## src/rtl/ivt_pkg.sv

```systemverilog
package ivt_pkg;
  localparam logic [1:0] A_CTRL = 2'd0;
  localparam logic [1:0] A_CNT  = 2'd1;
  localparam logic [1:0] A_CMP  = 2'd2;
  localparam logic [1:0] A_MODE = 2'd3;

  // Number of prescaler bits that must be all ones for a tick.
  function automatic int unsigned div_log2(input logic [2:0] sel);
    case (sel)
      3'd1: div_log2 = 1;
      3'd2: div_log2 = 3;
      3'd3: div_log2 = 5;
      3'd4: div_log2 = 7;
      3'd5: div_log2 = 9;
      3'd6: div_log2 = 11;
      3'd7: div_log2 = 12;
      default: div_log2 = 0;
    endcase
  endfunction
endpackage

```

## src/rtl/ivt_prescaler.sv

```systemverilog
module ivt_prescaler #(
  parameter int PRE_W = 12,
  parameter int SEL_W = 3
) (
  input  logic             clk,
  input  logic             rst,
  input  logic [SEL_W-1:0] sel,
  input  logic             restart,
  output logic             tick
);
  import ivt_pkg::*;
  logic [PRE_W-1:0] pre_q;
  logic [PRE_W-1:0] mask;

  always_comb begin
    mask = '0;
    for (int i = 0; i < PRE_W; i++)
      if (i < int'(div_log2(3'(sel)))) mask[i] = 1'b1;
  end

  assign tick = (sel != '0) && ((pre_q & mask) == mask);

  always_ff @(posedge clk) begin
    if (rst || restart) pre_q <= '0;
    else                pre_q <= pre_q + 1'b1;
  end


  restart_quiet_chk: assert property (@(posedge clk) disable iff (rst)
    restart |=> !tick);
endmodule

```

## src/rtl/ivt_counter.sv

```systemverilog
module ivt_counter #(
  parameter int W = 8
) (
  input  logic         clk,
  input  logic         rst,
  input  logic         tick,
  input  logic [W-1:0] cmp,
  input  logic         wr_en,
  input  logic [W-1:0] wdata,
  output logic [W-1:0] cnt,
  output logic         match
);
  logic [W-1:0] cnt_q;

  assign match = tick && (cnt_q == cmp);
  assign cnt   = cnt_q;

  always_ff @(posedge clk) begin
    if (rst)        cnt_q <= '0;
    else if (wr_en) cnt_q <= wdata;
    else if (match) cnt_q <= '0;
    else if (tick)  cnt_q <= cnt_q + 1'b1;
  end


  match_clears_chk: assert property (@(posedge clk) disable iff (rst)
    (match && !wr_en) |=> (cnt_q == '0));

  hold_without_tick_chk: assert property (@(posedge clk) disable iff (rst)
    (!tick && !wr_en) |=> $stable(cnt_q));

  write_wins_chk: assert property (@(posedge clk) disable iff (rst)
    wr_en |=> (cnt_q == $past(wdata)));
endmodule

```

## src/rtl/ivt_regs.sv

```systemverilog
module ivt_regs #(
  parameter int W     = 8,
  parameter int SEL_W = 3
) (
  input  logic             clk,
  input  logic             rst,
  input  logic [1:0]       addr,
  input  logic             wr,
  input  logic             rd,
  input  logic [W-1:0]     wdata,
  input  logic             match,
  input  logic [W-1:0]     cnt,
  output logic [SEL_W-1:0] sel,
  output logic             restart,
  output logic [W-1:0]     cmp,
  output logic             cnt_wr,
  output logic [W-1:0]     rdata,
  output logic             irq
);
  import ivt_pkg::*;
  logic [SEL_W-1:0] sel_q, sel_d, mode_q, mode_d;
  logic             ie_q, ie_d, flag_q, flag_d, armed_q, armed_d, irq_q;
  logic [W-1:0]     cmp_q, cmp_d, rdata_q, rsel;
  logic             wr_ctrl, clr;

  assign wr_ctrl = wr && (addr == A_CTRL);
  assign clr     = wr_ctrl && !wdata[W-1] && armed_q;
  assign restart = wr_ctrl && (wdata[SEL_W-1:0] != sel_q);
  assign cnt_wr  = wr && (addr == A_CNT);

  always_comb begin
    sel_d  = wr_ctrl ? wdata[SEL_W-1:0] : sel_q;
    ie_d   = wr_ctrl ? wdata[W-2] : ie_q;
    cmp_d  = (wr && addr == A_CMP) ? wdata : cmp_q;
    mode_d = (wr && addr == A_MODE) ? wdata[SEL_W-1:0] : mode_q;
    if (match)    flag_d = 1'b1;
    else if (clr) flag_d = 1'b0;
    else          flag_d = flag_q;
    armed_d = flag_d && (armed_q || (rd && addr == A_CTRL && flag_q));
  end

  always_comb begin
    rsel = '0;
    case (addr)
      A_CTRL: begin
        rsel[SEL_W-1:0] = sel_q;
        rsel[W-2]       = ie_q;
        rsel[W-1]       = flag_q;
      end
      A_CNT:  rsel = cnt;
      A_CMP:  rsel = cmp_q;
      default: rsel[SEL_W-1:0] = mode_q;
    endcase
  end

  always_ff @(posedge clk) begin
    if (rst) begin
      sel_q <= '0; ie_q <= 1'b0; flag_q <= 1'b0; armed_q <= 1'b0;
      cmp_q <= '1; mode_q <= '0; rdata_q <= '0; irq_q <= 1'b0;
    end else begin
      sel_q <= sel_d; ie_q <= ie_d; flag_q <= flag_d; armed_q <= armed_d;
      cmp_q <= cmp_d; mode_q <= mode_d;
      if (rd) rdata_q <= rsel;
      irq_q <= flag_d && ie_d && (mode_d == '0);
    end
  end

  assign sel   = sel_q;
  assign cmp   = cmp_q;
  assign rdata = rdata_q;
  assign irq   = irq_q;


  irq_gate_chk: assert property (@(posedge clk) disable iff (rst)
    irq_q |-> (flag_q && ie_q && mode_q == '0));

  flag_set_chk: assert property (@(posedge clk) disable iff (rst)
    match |=> flag_q);

  clear_needs_read_chk: assert property (@(posedge clk) disable iff (rst)
    $fell(flag_q) |-> $past(armed_q));
endmodule

```

## src/rtl/ivt_timer.sv

```systemverilog
module ivt_timer #(
  parameter int CNT_W = 8,
  parameter int PRE_W = 12,
  parameter int SEL_W = 3
) (
  input  logic             clk,
  input  logic             rst,
  input  logic [1:0]       bus_addr,
  input  logic             bus_wr,
  input  logic             bus_rd,
  input  logic [CNT_W-1:0] bus_wdata,
  output logic [CNT_W-1:0] bus_rdata,
  output logic             irq
);
  logic [SEL_W-1:0] sel;
  logic             restart, tick, match, cnt_wr;
  logic [CNT_W-1:0] cmp, cnt;

  ivt_prescaler #(.PRE_W(PRE_W), .SEL_W(SEL_W)) u_pre (
    .clk(clk), .rst(rst), .sel(sel), .restart(restart), .tick(tick));

  ivt_counter #(.W(CNT_W)) u_cnt (
    .clk(clk), .rst(rst), .tick(tick), .cmp(cmp), .wr_en(cnt_wr),
    .wdata(bus_wdata), .cnt(cnt), .match(match));

  ivt_regs #(.W(CNT_W), .SEL_W(SEL_W)) u_regs (
    .clk(clk), .rst(rst), .addr(bus_addr), .wr(bus_wr), .rd(bus_rd),
    .wdata(bus_wdata), .match(match), .cnt(cnt), .sel(sel),
    .restart(restart), .cmp(cmp), .cnt_wr(cnt_wr), .rdata(bus_rdata),
    .irq(irq));
endmodule

```

## config.mk

```make
export PLATFORM = sky130hd
export DESIGN_NAME = ivt_timer
export DESIGN_NICKNAME = d
export VERILOG_FILES = /design/src/rtl/ivt_pkg.sv /design/src/rtl/ivt_prescaler.sv /design/src/rtl/ivt_counter.sv /design/src/rtl/ivt_regs.sv /design/src/rtl/ivt_timer.sv
export SDC_FILE = /design/constraint.sdc
export NUM_CORES = 1
export LEC_CHECK = 0
export BUFFER_PORTS_ARGS = -buffer_cell sky130_fd_sc_hd__buf_2
export CAP_MARGIN = 20
export CORE_MARGIN = 2
export CORE_UTILIZATION = 47
export DETAILED_ROUTE_END_ITERATION = 10
export GPL_ROUTABILITY_DRIVEN = 0
export PLACE_DENSITY_LB_ADDON = 0.15
export SYNTH_ARGS = -nofsm -noshare
export SYNTH_HDL_FRONTEND = slang
export SYNTH_HIERARCHICAL = 1
export SYNTH_SLANG_ARGS = --single-unit
```

## constraint.sdc

```tcl
create_clock -name clk -period 6.24 [get_ports clk]
set_input_delay 0.624 -clock clk [delete_from_list [all_inputs] [get_ports clk]]
set_output_delay 0.624 -clock clk [all_outputs]
set_load 0.01 [all_outputs]
```

[After elaboration in Yosys (flattened, before gate mapping)]
Index checks and enable logic that the tools add are counted.
Storage, ports and cells
  register bits: 46
  latch bits: 0
  memory bits (writable): 0
  bits in read-only memories: 0
  input port bits: 14
  output and inout port bits: 9
  word-level logic and storage cells: 82
  memories: 0
Cells by class
  add/subtract/negate cells: 2
  $mul: 0
  div/mod/pow operators: 0
  $lt $le $gt $ge: 12
  equality and inequality tests: 13
  shift operators: 0
  muxes and demuxes: 23
  bitwise logic cells: 1
  reductions and logical operators: 21
Operators by type and width (count)
  one-hot mux 4 bit (7 select lines): 1
  2-to-1 mux 8 bit: 3
  less-than comparator 3 x 4 -> 1 bit, first input constant: 4
  less-than comparator 4 bit, first input constant: 4
  2-to-1 mux 1 bit: 15
  logical AND 1 bit: 14
  adder 12 x 1 -> 12 bit, second input constant: 1
  AND 12 bit: 1
  == test 12 bit: 1
  == test 3 bit, second input constant: 4
  one-hot mux 3 bit (3 select lines): 1
  adder 8 x 1 -> 8 bit, second input constant: 1
  == test 8 bit: 1
  less-than comparator 1 x 4 -> 1 bit, first input constant: 2
  less-than comparator 2 x 4 -> 1 bit, first input constant: 2
  == test 3 x 2 -> 1 bit, second input constant: 2
  one-hot mux 2 bit (3 select lines): 1
  one-hot mux 3 bit (2 select lines): 1
  nonzero test 3 bit: 2
  == test 2 bit, second input constant: 2
  == test 3 x 1 -> 1 bit, second input constant: 1
  zero test 3 bit: 1
  2-to-1 mux 3 bit: 1
  != test 3 bit: 1
  4 further kinds: 5

[Logic depth before layout (Yosys ltp)]
Gate-level depths: netlist of the first run.
  word-level depth: 11
  mapped depth: 9
  depth with buffers taken out: 8

[Hierarchy]
The synthesis of the first run kept the hierarchy.
By module, submodules not included
  ivt_regs: times used 1, cells each 133, area each 1246.2 um^2, sequential area each 520.5 um^2
  ivt_counter: times used 1, cells each 77, area each 618.1 um^2, sequential area each 160.2 um^2
  ivt_prescaler: times used 1, cells each 66, area each 556.8 um^2, sequential area each 240.2 um^2

[Worst setup path before layout of the first run]
No wires, ideal clock.
  path type: reg2reg
  start: register u_regs.sel_q[1] (netlist: u_regs/sel[1])
  end: register u_cnt.cnt_q[3] (netlist: u_cnt/cnt[3])
  library setup time: 0.092 ns
  data arrival time: 1.862 ns
  required time: 6.148 ns
  slack: 4.285 ns
  stages on the path, launching flop included: 8
  buffers on the path: 0
  period minus slack after synthesis: 1.955 ns
  cells stage by stage: dfxtp_1 > nor2b_1 > o21ai_0 > nand4_1 > a21oi_1 > inv_2 > or3_4 > o32ai_1
Between the ends
  longest elaborated chain between the ends: 10
  elaborated cells between the ends (all ways): 40
  classes of those cells: 12 x order compare; 8 x eq/ne; 15 x mux; 1 x bitwise; 4 x reduce/logical
Ends and longest elaborated chain
  start, declared: line ivt_regs.sv:21  | logic [SEL_W-1:0] sel_q, sel_d, mode_q, mode_d;
  start signal, assigned: line ivt_regs.sv:61  | sel_q <= sel_d; ie_q <= ie_d; flag_q <= flag_d; armed_q <= armed_d;
  == test 3 bit, or another cell as far along: line ivt_pkg.sv:9  | case (sel)
  one-hot mux 4 bit (7 select lines): line ivt_pkg.sv:9
  less-than comparator 1 x 4 -> 1 bit, or another cell as far along: line ivt_prescaler.sv:18  | if (i < int'(div_log2(3'(sel)))) mask[i] = 1'b1;
  2-to-1 mux 1 bit: line ivt_prescaler.sv:18
  AND 12 bit: line ivt_prescaler.sv:21  | assign tick = (sel != '0) && ((pre_q & mask) == mask);
  == test 12 bit: line ivt_prescaler.sv:21
  logical AND 1 bit *: line ivt_prescaler.sv:21
  net tick: line ivt_timer.sv:16  | logic restart, tick, match, cnt_wr;
  logical AND 1 bit: line ivt_counter.sv:15  | assign match = tick && (cnt_q == cmp);
  2-to-1 mux 8 bit: line ivt_counter.sv:21  | else if (match) cnt_q <= '0;
  2-to-1 mux 8 bit: line ivt_counter.sv:20  | else if (wr_en) cnt_q <= wdata;
  end signal, assigned: line ivt_counter.sv:20
  end signal, assigned: line ivt_counter.sv:22  | else if (tick) cnt_q <= cnt_q + 1'b1;
  end, declared: line ivt_counter.sv:13  | logic [W-1:0] cnt_q;
The timed path passes the listed nets; every way through them passes the cells marked *.
A chain may end at the register's enable or synchronous reset.

[Worst setup path after layout of the first run]
  start: register u_regs.sel_q[1] (netlist: u_regs/sel[1])
  end: register u_cnt.cnt_q[2] (netlist: u_cnt/cnt[2])
The elaborated chain is that of the path after synthesis.

==> results of run 1 <==
[stage by stage]
step | hold slack (ns) | utilization | power, mW | cells
global placement | 0.4594 | 0.5005 | 0.3998 | 352
global route | 0.4955 | 0.5186 | 0.6124 | 360
detailed placement | 0.4608 | 0.5005 | 0.4002 | 352
CTS | 0.4744 | 0.5186 | 0.5889 | 360
finish | 0.4742 | 0.5186 | 0.5824 | 360
floorplan | 0.4403 | - | 0.3807 | 276
[registers in the layout, summed over array words and instances (netlist names)]
register,cells
u_regs/cmp,8
u_cnt/cnt,8
u_regs/sel,3
u_regs/flag_q,1
u_pre/pre_q,12
u_regs/armed_q,1
u_regs/ie_q,1
u_regs/rdata,8
u_regs/irq,1
u_regs/mode_q,3
[logic make-up (layout without fill, tap and decap cells)]
logic type                 Yosys count  count (layout)  share of synthesized area
adders and majority gates            7               7                    0.03617
and+or+nand+nor                    104             104                     0.2439
buffers and inverters               26              40                    0.05477
muxes                                1               1                   0.004135
xor gates and xnor gates            22              22                    0.07958
DFF                                 46              46                     0.3804
AOI/OAI and AO/OA                   70              70                     0.2010
[worst paths after layout]
| check | start | endpoint | depth (start not counted) |
|---|---|---|---|
| setup / recovery | u_regs/sel[1] | u_cnt/cnt[2] | 7 |
| hold / removal | u_regs/rdata[1] | u_regs/rdata[1] | 2 |
| setup reg to reg | u_regs/sel[1] | u_cnt/cnt[2] | 7 |
| hold reg to reg | u_regs/rdata[1] | u_regs/rdata[1] | 2 |
[worst min-delay path: stages (launching register included)]
cell and delay [ns]:
dfxtp_1 0.31, nand2b_1 0.06, a21oi_1 0.06
[routing by layer]
| metal | routed length [µm] | vias up | global-route usage |
|---|---|---|---|
| met1 | 2798 | 986 | 0.2994 |
| met4 | 62 | 0 | 0.07407 |
| met5 | 0 | - | 0 |
| met3 | 125 | 9 | 0.03968 |
| met2 | 2466 | 29 | 0.2883 |
| li1 | - | 1038 | - |
[power breakdown]
part	total [mW]	internal (mW)	switching [mW]	leakage, nW
clock	0.188	0.0895	0.0987	0.0482
combinational	0.0722	0.0325	0.0397	0.567
sequential	0.322	0.306	0.0164	0.375
[area by class of cell]
type | instances | share of cell area
clock buffer | 7 | 0.03301
clock inverter | 1 | 0.001914
inverter | 10 | 0.01435
multi-input combinational | 204 | 0.5230
sequential | 46 | 0.3522
tap | 70 | 0.03349
timing repair buffer | 22 | 0.04211
[Yosys cell counts, types with 5 or more instances]
master and n:
a211o_1 8, buf_2 6, inv_1 9, nand2b_1 7
nor3b_1 5, ha_1 7, dfxtp_1 46, and3_1 11
nand2_1 11, xor2_1 5, nand3_1 19, o32ai_1 5
nor2_1 15, nor3_1 9, o21ai_0 7, xnor2_1 17
a21oi_1 26, nand4_1 7
==> impl_summary.log, run 1 <==
INFO  metric syn_inst = 276
INFO  metric via_count = 2062
INFO  metric place.port_buffers = 22
INFO  metric drt_initial_violations = 201
INFO  metric maxCapViolations = 0
INFO  metric synth_edf_count = 0
INFO  metric clock_root_buffer = clkbuf_8
INFO  metric synth_area_leaders = dfxtp_1 38%, xnor2_1 6.1%, a21oi_1 5.4%
INFO  metric dieArea = 5741 µm²
INFO  metric fp.coreArea = 5042 µm²
INFO  metric place_ws = 3.891 ns
INFO  metric crit_chain = nor2b_1, o21ai_0, nand4_1, a21oi_1, inv_2, or3_4, o32ai_1
INFO  metric floorplan.rows = 26
INFO  metric postSynthAreaPerCell = 8.772 µm²
INFO  metric regArea = slightly above 900 µm²
INFO  metric ant_nets = 0
INFO  metric die_w = 75.77 µm
INFO  metric ys_seq_area_frac = 0.3804
INFO  metric drt_pre_antenna_iters = 6
INFO  metric ys.warnings.count = 6
INFO  metric crit_family = compound AO/OA/AOI/OAI gates
INFO  metric ys.flop_type = dfxtp_1
INFO  metric worstSetupEndpointType = register
INFO  metric cts.sink_count = 46
INFO  metric max-clock-path-buffers = 2
INFO  metric status = finished, final reports clean
INFO  metric route.final.wire_length = between 5 and 6 mm
INFO  metric floorplan.initialDensity = 0.4801
INFO  metric critPathMaxStageDelay = about 0.60 ns
INFO  metric via_count_of_the_first_global_routing_pass = about 1800
INFO  metric placed_area = 2524 µm²
INFO  metric tritoncts = yes
INFO  metric ys_ff_latch = 46
INFO  metric post_cts.resized_instances = 0
INFO  metric finalSetupViolations = 0
INFO  metric fin_crit_sh = 0.3771
INFO  metric synthesis.nets = 297
INFO  metric timing.critical_path.required = 6.45 ns
INFO  metric num-fill-cells = 479
INFO  metric holdBufCountCts = 0
INFO  metric grt_antenna_before_repair = 0
INFO  metric cts_inserted_buffers = 5
INFO  metric postCtsSetupRepairBufs = 0
INFO  metric drt_drc_violations_left = 0
INFO  metric grt_pass1_wl = 8.769 mm
INFO  metric worstPathArrival = 2.56 ns
INFO  metric path_clk_slew = 0.08 ns
INFO  metric worst_slew_pin_slew = 0.7147 ns
INFO  metric timing.slew.headroom = 0.5235
INFO  metric post-route-min-period = 2.353 ns
INFO  metric grt_start_max_net_pins = 38
INFO  metric worst_path_max_delay_cell = a21oi_1
INFO  metric clock_skew = approximately 0.0031 ns
INFO  metric grt_setup_unrepaired = no
INFO  metric groute.usage.overall = 0.2021
INFO  metric most-common-layout-cells = 46 x dfxtp_1, 26 x a21oi_1, 22 x buf_2
INFO  metric globalRoute.totalOverflow = 0
INFO  metric ir_worst_vdd = ~100 µV
INFO  metric clkLatencyLatePin = 0.29 ns
INFO  metric synth_largest_type_area_fraction = 0.3804
INFO  metric asyncSetResetFlopFracSynth = 0
INFO  metric viasPerCell = roughly 5.7
INFO  metric leading_cell_type_in_the_layout_fill_and_taps_excluded = dfxtp_1
INFO  metric critPathKind = register to register
INFO  metric power.density = 222.7 nW/µm²
INFO  metric hold_path.class = register to register
INFO  metric worstPathBufferInverterCount = 1
INFO  metric floorplan.die.height = between 70 and 80 µm
INFO  metric cp_max_fo = 8
INFO  metric final_hold_viol_count = 0
INFO  metric synthesis.area = ~2400 µm²
INFO  metric finalSetupTns = 0 ns
INFO  metric slew_viol_final = 0
INFO  metric number_of_nets_in_the_layout = 310
INFO  metric h_tree_lvl_count = 2
INFO  metric wl_per_cell = 15.14 µm
INFO  metric design_area = 2615 µm²
INFO  metric detailed_place_hpwl = 3.835 mm
INFO  metric critical_path.startpoint_type = register
INFO  metric achievable_freq = 0.4250 GHz
INFO  metric area_growth_syn_to_layout = 8.010%
INFO  metric standby_leakage_power = 0.9895 nW
INFO  metric setup_slack_of_the_most_critical_reg_to_reg_path = 3.89 ns
INFO  metric setup_slack_after_layout = 3.887 ns
INFO  metric synth_top_area_cell = dfxtp_1
INFO  metric synth.distinct_cells = 48
INFO  metric io-pin-count = 23
INFO  metric antenna_cells = 0
INFO  metric post_route_cells_drive_above_1_share = 0.1552
INFO  metric multi_input_comb_area = between 1000 and 1500 µm²
Power figures use the tool's default switching activity.
==> inputs of run 2 (changes only) <==
--- a/config.mk
+++ b/config.mk
@@ -5,6 +5,7 @@
 export SDC_FILE = /design/constraint.sdc
 export NUM_CORES = 1
 export LEC_CHECK = 0
+export ABC_AREA = 1
 export BUFFER_PORTS_ARGS = -buffer_cell sky130_fd_sc_hd__buf_2
 export CAP_MARGIN = 20
 export CORE_MARGIN = 2
==> constraint.sdc (replaced) <==
create_clock -name clk -period 2.05 [get_ports clk]
set_input_delay 0.205 -clock clk [delete_from_list [all_inputs] [get_ports clk]]
set_output_delay 0.205 -clock clk [all_outputs]
set_load 0.01 [all_outputs]
==> run 2 against run 1 <==
  * Clock skew is 0.0072 ns higher
  * Clock power grew to 3.1 times the previous value
  * First-iteration DRC count is 14% higher
  * Critical path depth is 5 higher
  * Register-to-register slack worse by 3.6 ns
  * Hold slack worse by 0.36 ns
  * Final cell count is 36% higher
  * Maximum frequency is 31% higher
  * Cell area is 9.8% higher
  * Flip-flop and latch count stayed put
  * Critical path type unchanged
==> impl_summary.log, run 2 <==
INFO  metric via_count = 2516
INFO  metric power.net_switching = 0.5234 mW
INFO  metric drt_initial_violations = 229
INFO  metric drt_pre_antenna_iters = 5
INFO  metric floorplan.die.height = 77.48 µm
INFO  metric most-common-layout-cells = 113 x nand2_1, 45 x nor2_1, 45 x dfxtp_1
INFO  metric synth_edf_count = 0
INFO  metric yosys.cell_count.top_type = nand2_1
INFO  metric wl_per_cell = 12.73 µm
INFO  metric finalSetupTns = 0 ns
INFO  metric via_count_of_the_first_global_routing_pass = 2253
INFO  metric finalSetupViolations = 0
INFO  metric cts_inserted_buffers = 5
INFO  metric tritoncts = yes
INFO  metric number_of_nets_in_the_layout = 440
INFO  metric final_core_area_utilization = 0.5549
INFO  metric standby_leakage_power = 1.292 nW
INFO  metric clock_root_buffer = clkbuf_8
INFO  metric total_power = 1.824 mW
INFO  metric max-clock-path-buffers = 2
INFO  metric ys_seq_area_frac = 0.3629
INFO  metric sw_frac = 0.2869
INFO  metric drt_drc_violations_left = 0
INFO  metric grt_setup_unrepaired = no
INFO  metric area_growth_syn_to_layout = 13.12%
INFO  metric hold_path.class = primary input to register
INFO  metric clock_skew = just over 0.01 ns
INFO  metric grt_antenna_before_repair = 0
INFO  metric floorplan.rows = 26
INFO  metric maxCapViolations = 0
INFO  metric clockPowerShare = 0.324
INFO  metric cts.sink_count = 46
INFO  metric route.final.wire_length = between 6 and 7 mm
INFO  metric detailed_place_hpwl = 4.631 mm
INFO  metric status = finished, final reports clean
INFO  metric worstPathArrival = 2.05 ns
INFO  metric ys.warnings.count = 6
INFO  metric finalHoldWorstSlack = 0.1183 ns
INFO  metric synthesis.nets = 410
INFO  metric asyncSetResetFlopFracSynth = 0
INFO  metric timing.slew.headroom = 0.7223
INFO  metric globalRoute.totalOverflow = 0
INFO  metric postCtsSetupRepairBufs = 0
INFO  metric slew_viol_final = 0
INFO  metric h_tree_lvl_count = 2
INFO  metric synth_top_cells_by_count = 113 x nand2_1, 46 x dfxtp_1, 45 x nor2_1, 44 x inv_1, 30 x a21oi_1
INFO  metric antenna_cells = 0
INFO  metric place_ws = 0.1171 ns
INFO  metric worst_slew_pin_slew = 0.4160 ns
INFO  metric achievable_freq = approximately 0.56 GHz
INFO  metric fp.coreArea = 5172 µm²
INFO  metric synth_largest_type_area_fraction = 0.3629
INFO  metric floorplan.initialDensity = 0.4906
INFO  metric power.combinational.fraction = 0.145
INFO  metric power.density = around 640 nW/µm²
INFO  metric fin_crit_sh = 0.8788
INFO  metric postSynthAreaPerCell = 6.523 µm²
INFO  metric timing.critical_path.required = 2.30 ns
INFO  metric synth.distinct_cells = 27
INFO  metric ys.flop_type = dfxtp_1
INFO  metric dieArea = 6002 µm²
INFO  metric ant_nets = 0
INFO  metric cell_internal_pwr = about 1.3 mW
INFO  metric worstSetupEndpointType = register
INFO  metric clkLatencyLatePin = 0.31 ns
INFO  metric ys_ff_latch = 46
INFO  metric synth_area_leaders = dfxtp_1 36%, nand2_1 17%, nor2_1 6.7%
INFO  metric largest-register = u_pre/pre_q
INFO  metric largest_register_ffs = 12
INFO  metric synth_top_area_cell = dfxtp_1
INFO  metric path_clk_slew = around 0.09 ns
INFO  metric final_hold_viol_count = 0
INFO  metric syn_inst = between 300 and 400
INFO  metric setup_slack_after_layout = roughly 0.25 ns
INFO  metric io-pin-count = 23
INFO  metric cp_max_fo = 4
INFO  metric critPathKind = register to register
INFO  metric sequentialPowerShare = 0.531
INFO  metric viasPerCell = a little over 5
INFO  metric post-route-min-period = approximately 1.8 ns
INFO  metric groute.usage.overall = 0.2143
INFO  metric leading_cell_type_in_the_layout_fill_and_taps_excluded = nand2_1
INFO  metric ir_worst_vdd = 353.6 µV
INFO  metric critical_path.startpoint_type = register
INFO  metric post_route_cells_drive_above_1_share = 0.1357
INFO  metric die_w = 77.48 µm
INFO  metric grt_start_max_net_pins = 22
INFO  metric place.port_buffers = 22
INFO  metric holdBufCountCts = 0
INFO  metric synthesis.area = around 2500 µm²
INFO  metric grt_pass1_wl = roughly 10 mm
-- run 2: cell count changes after synthesis, moves of 6 or more --
| cell | previous run | this run |
|---|---|---|
| nand2_1 | 11 | 113 |
| inv_1 | 9 | 44 |
| nor2_1 | 15 | 45 |
| xnor2_1 | 17 | 5 |
| and3_1 | 11 | 0 |
| a211o_1 | 8 | 0 |
| a22oi_1 | 0 | 8 |
| nand2b_1 | 7 | 0 |
| o21ai_0 | 7 | 13 |
-- run 2: layout make-up --
type / instances / area [µm²]
timing repair buffer: 30 / 170.2
clock buffer: 6 / 82.58
clock inverter: 2 / 12.51
inverter: 49 / 183.9
fill: 544 / 2302
sequential: 46 / 922.1
tap: 70 / 87.58
multi-input combinational: 287 / 1411
-- run 2: final timing paths --
| path | from | endpoint | slack (ns) | depth (start not counted) |
|---|---|---|---|---|
| worst min-delay path | bus_wdata[3] | u_regs/cmp[3] | 0.12 | 3 |
| worst max-delay path | u_pre/pre_q[4] | u_regs/irq | 0.25 | 12 |
| worst min register to register | u_pre/pre_q[0] | u_pre/pre_q[0] | 0.46 | 1 |
| worst max register to register | u_pre/pre_q[4] | u_regs/irq | 0.25 | 12 |
-- run 2: what timing repair did --
| action | 4_1_cts | 5_1_grt |
|---|---|---|
| endpoints found under the hold margin | 0 | 0 |
| setup endpoints to repair | 0 | 11 |
| resized for setup | 0 | 3 |
-- run 2: metrics by stage --
stage	instances	area, µm²
6_report	490	2870
4_1_cts	490	2858
3_5_place_dp	482	2763
2_1_floorplan	389	2537
3_3_place_gp	482	2763
5_1_grt	490	2870
-- run 2: metal layers --
metal | wire, µm | global-route usage
met5 | 0 | 0
met4 | 141 | 0.07679
met3 | 261 | 0.03953
met2 | 2842 | 0.3539
met1 | 2994 | 0.2800
-- run 2: cells by family after synthesis --
group / after synthesis / share of synthesized area
AND/OR/NAND/NOR: 212 / 0.3585
flip-flops: 46 / 0.3629
XOR/XNOR: 9 / 0.03106
AO/OA/AOI/OAI: 59 / 0.1277
adder cells (fa/ha/maj): 7 / 0.03452
buffers and inverters: 56 / 0.08530
-- run 2: power by group through the flow --
| stage | Clock (mW) | Sequential, mW | Combinational (mW) |
|---|---|---|---|
| after floorplan | 0 | 0.984 | 0.169 |
| after global placement | 0 | 0.988 | 0.257 |
| after detailed placement | 0 | 0.989 | 0.258 |
| after CTS | 0.613 | 0.968 | 0.261 |
| after global routing | 0.636 | 0.974 | 0.300 |
| final | 0.591 | 0.969 | 0.264 |
-- run 2: worst max-delay path: stages (launching register included) --
cell and delay, ns:
dfxtp_1 0.39, nand2_2 0.10, inv_1 0.10, nand2_1 0.05, nor2_1 0.08, nand3_1 0.11
a21oi_4 0.20, nand4_1 0.13, nor4_1 0.27, inv_1 0.09, nand2_1 0.11, nand2_1 0.06
nor2_1 0.07
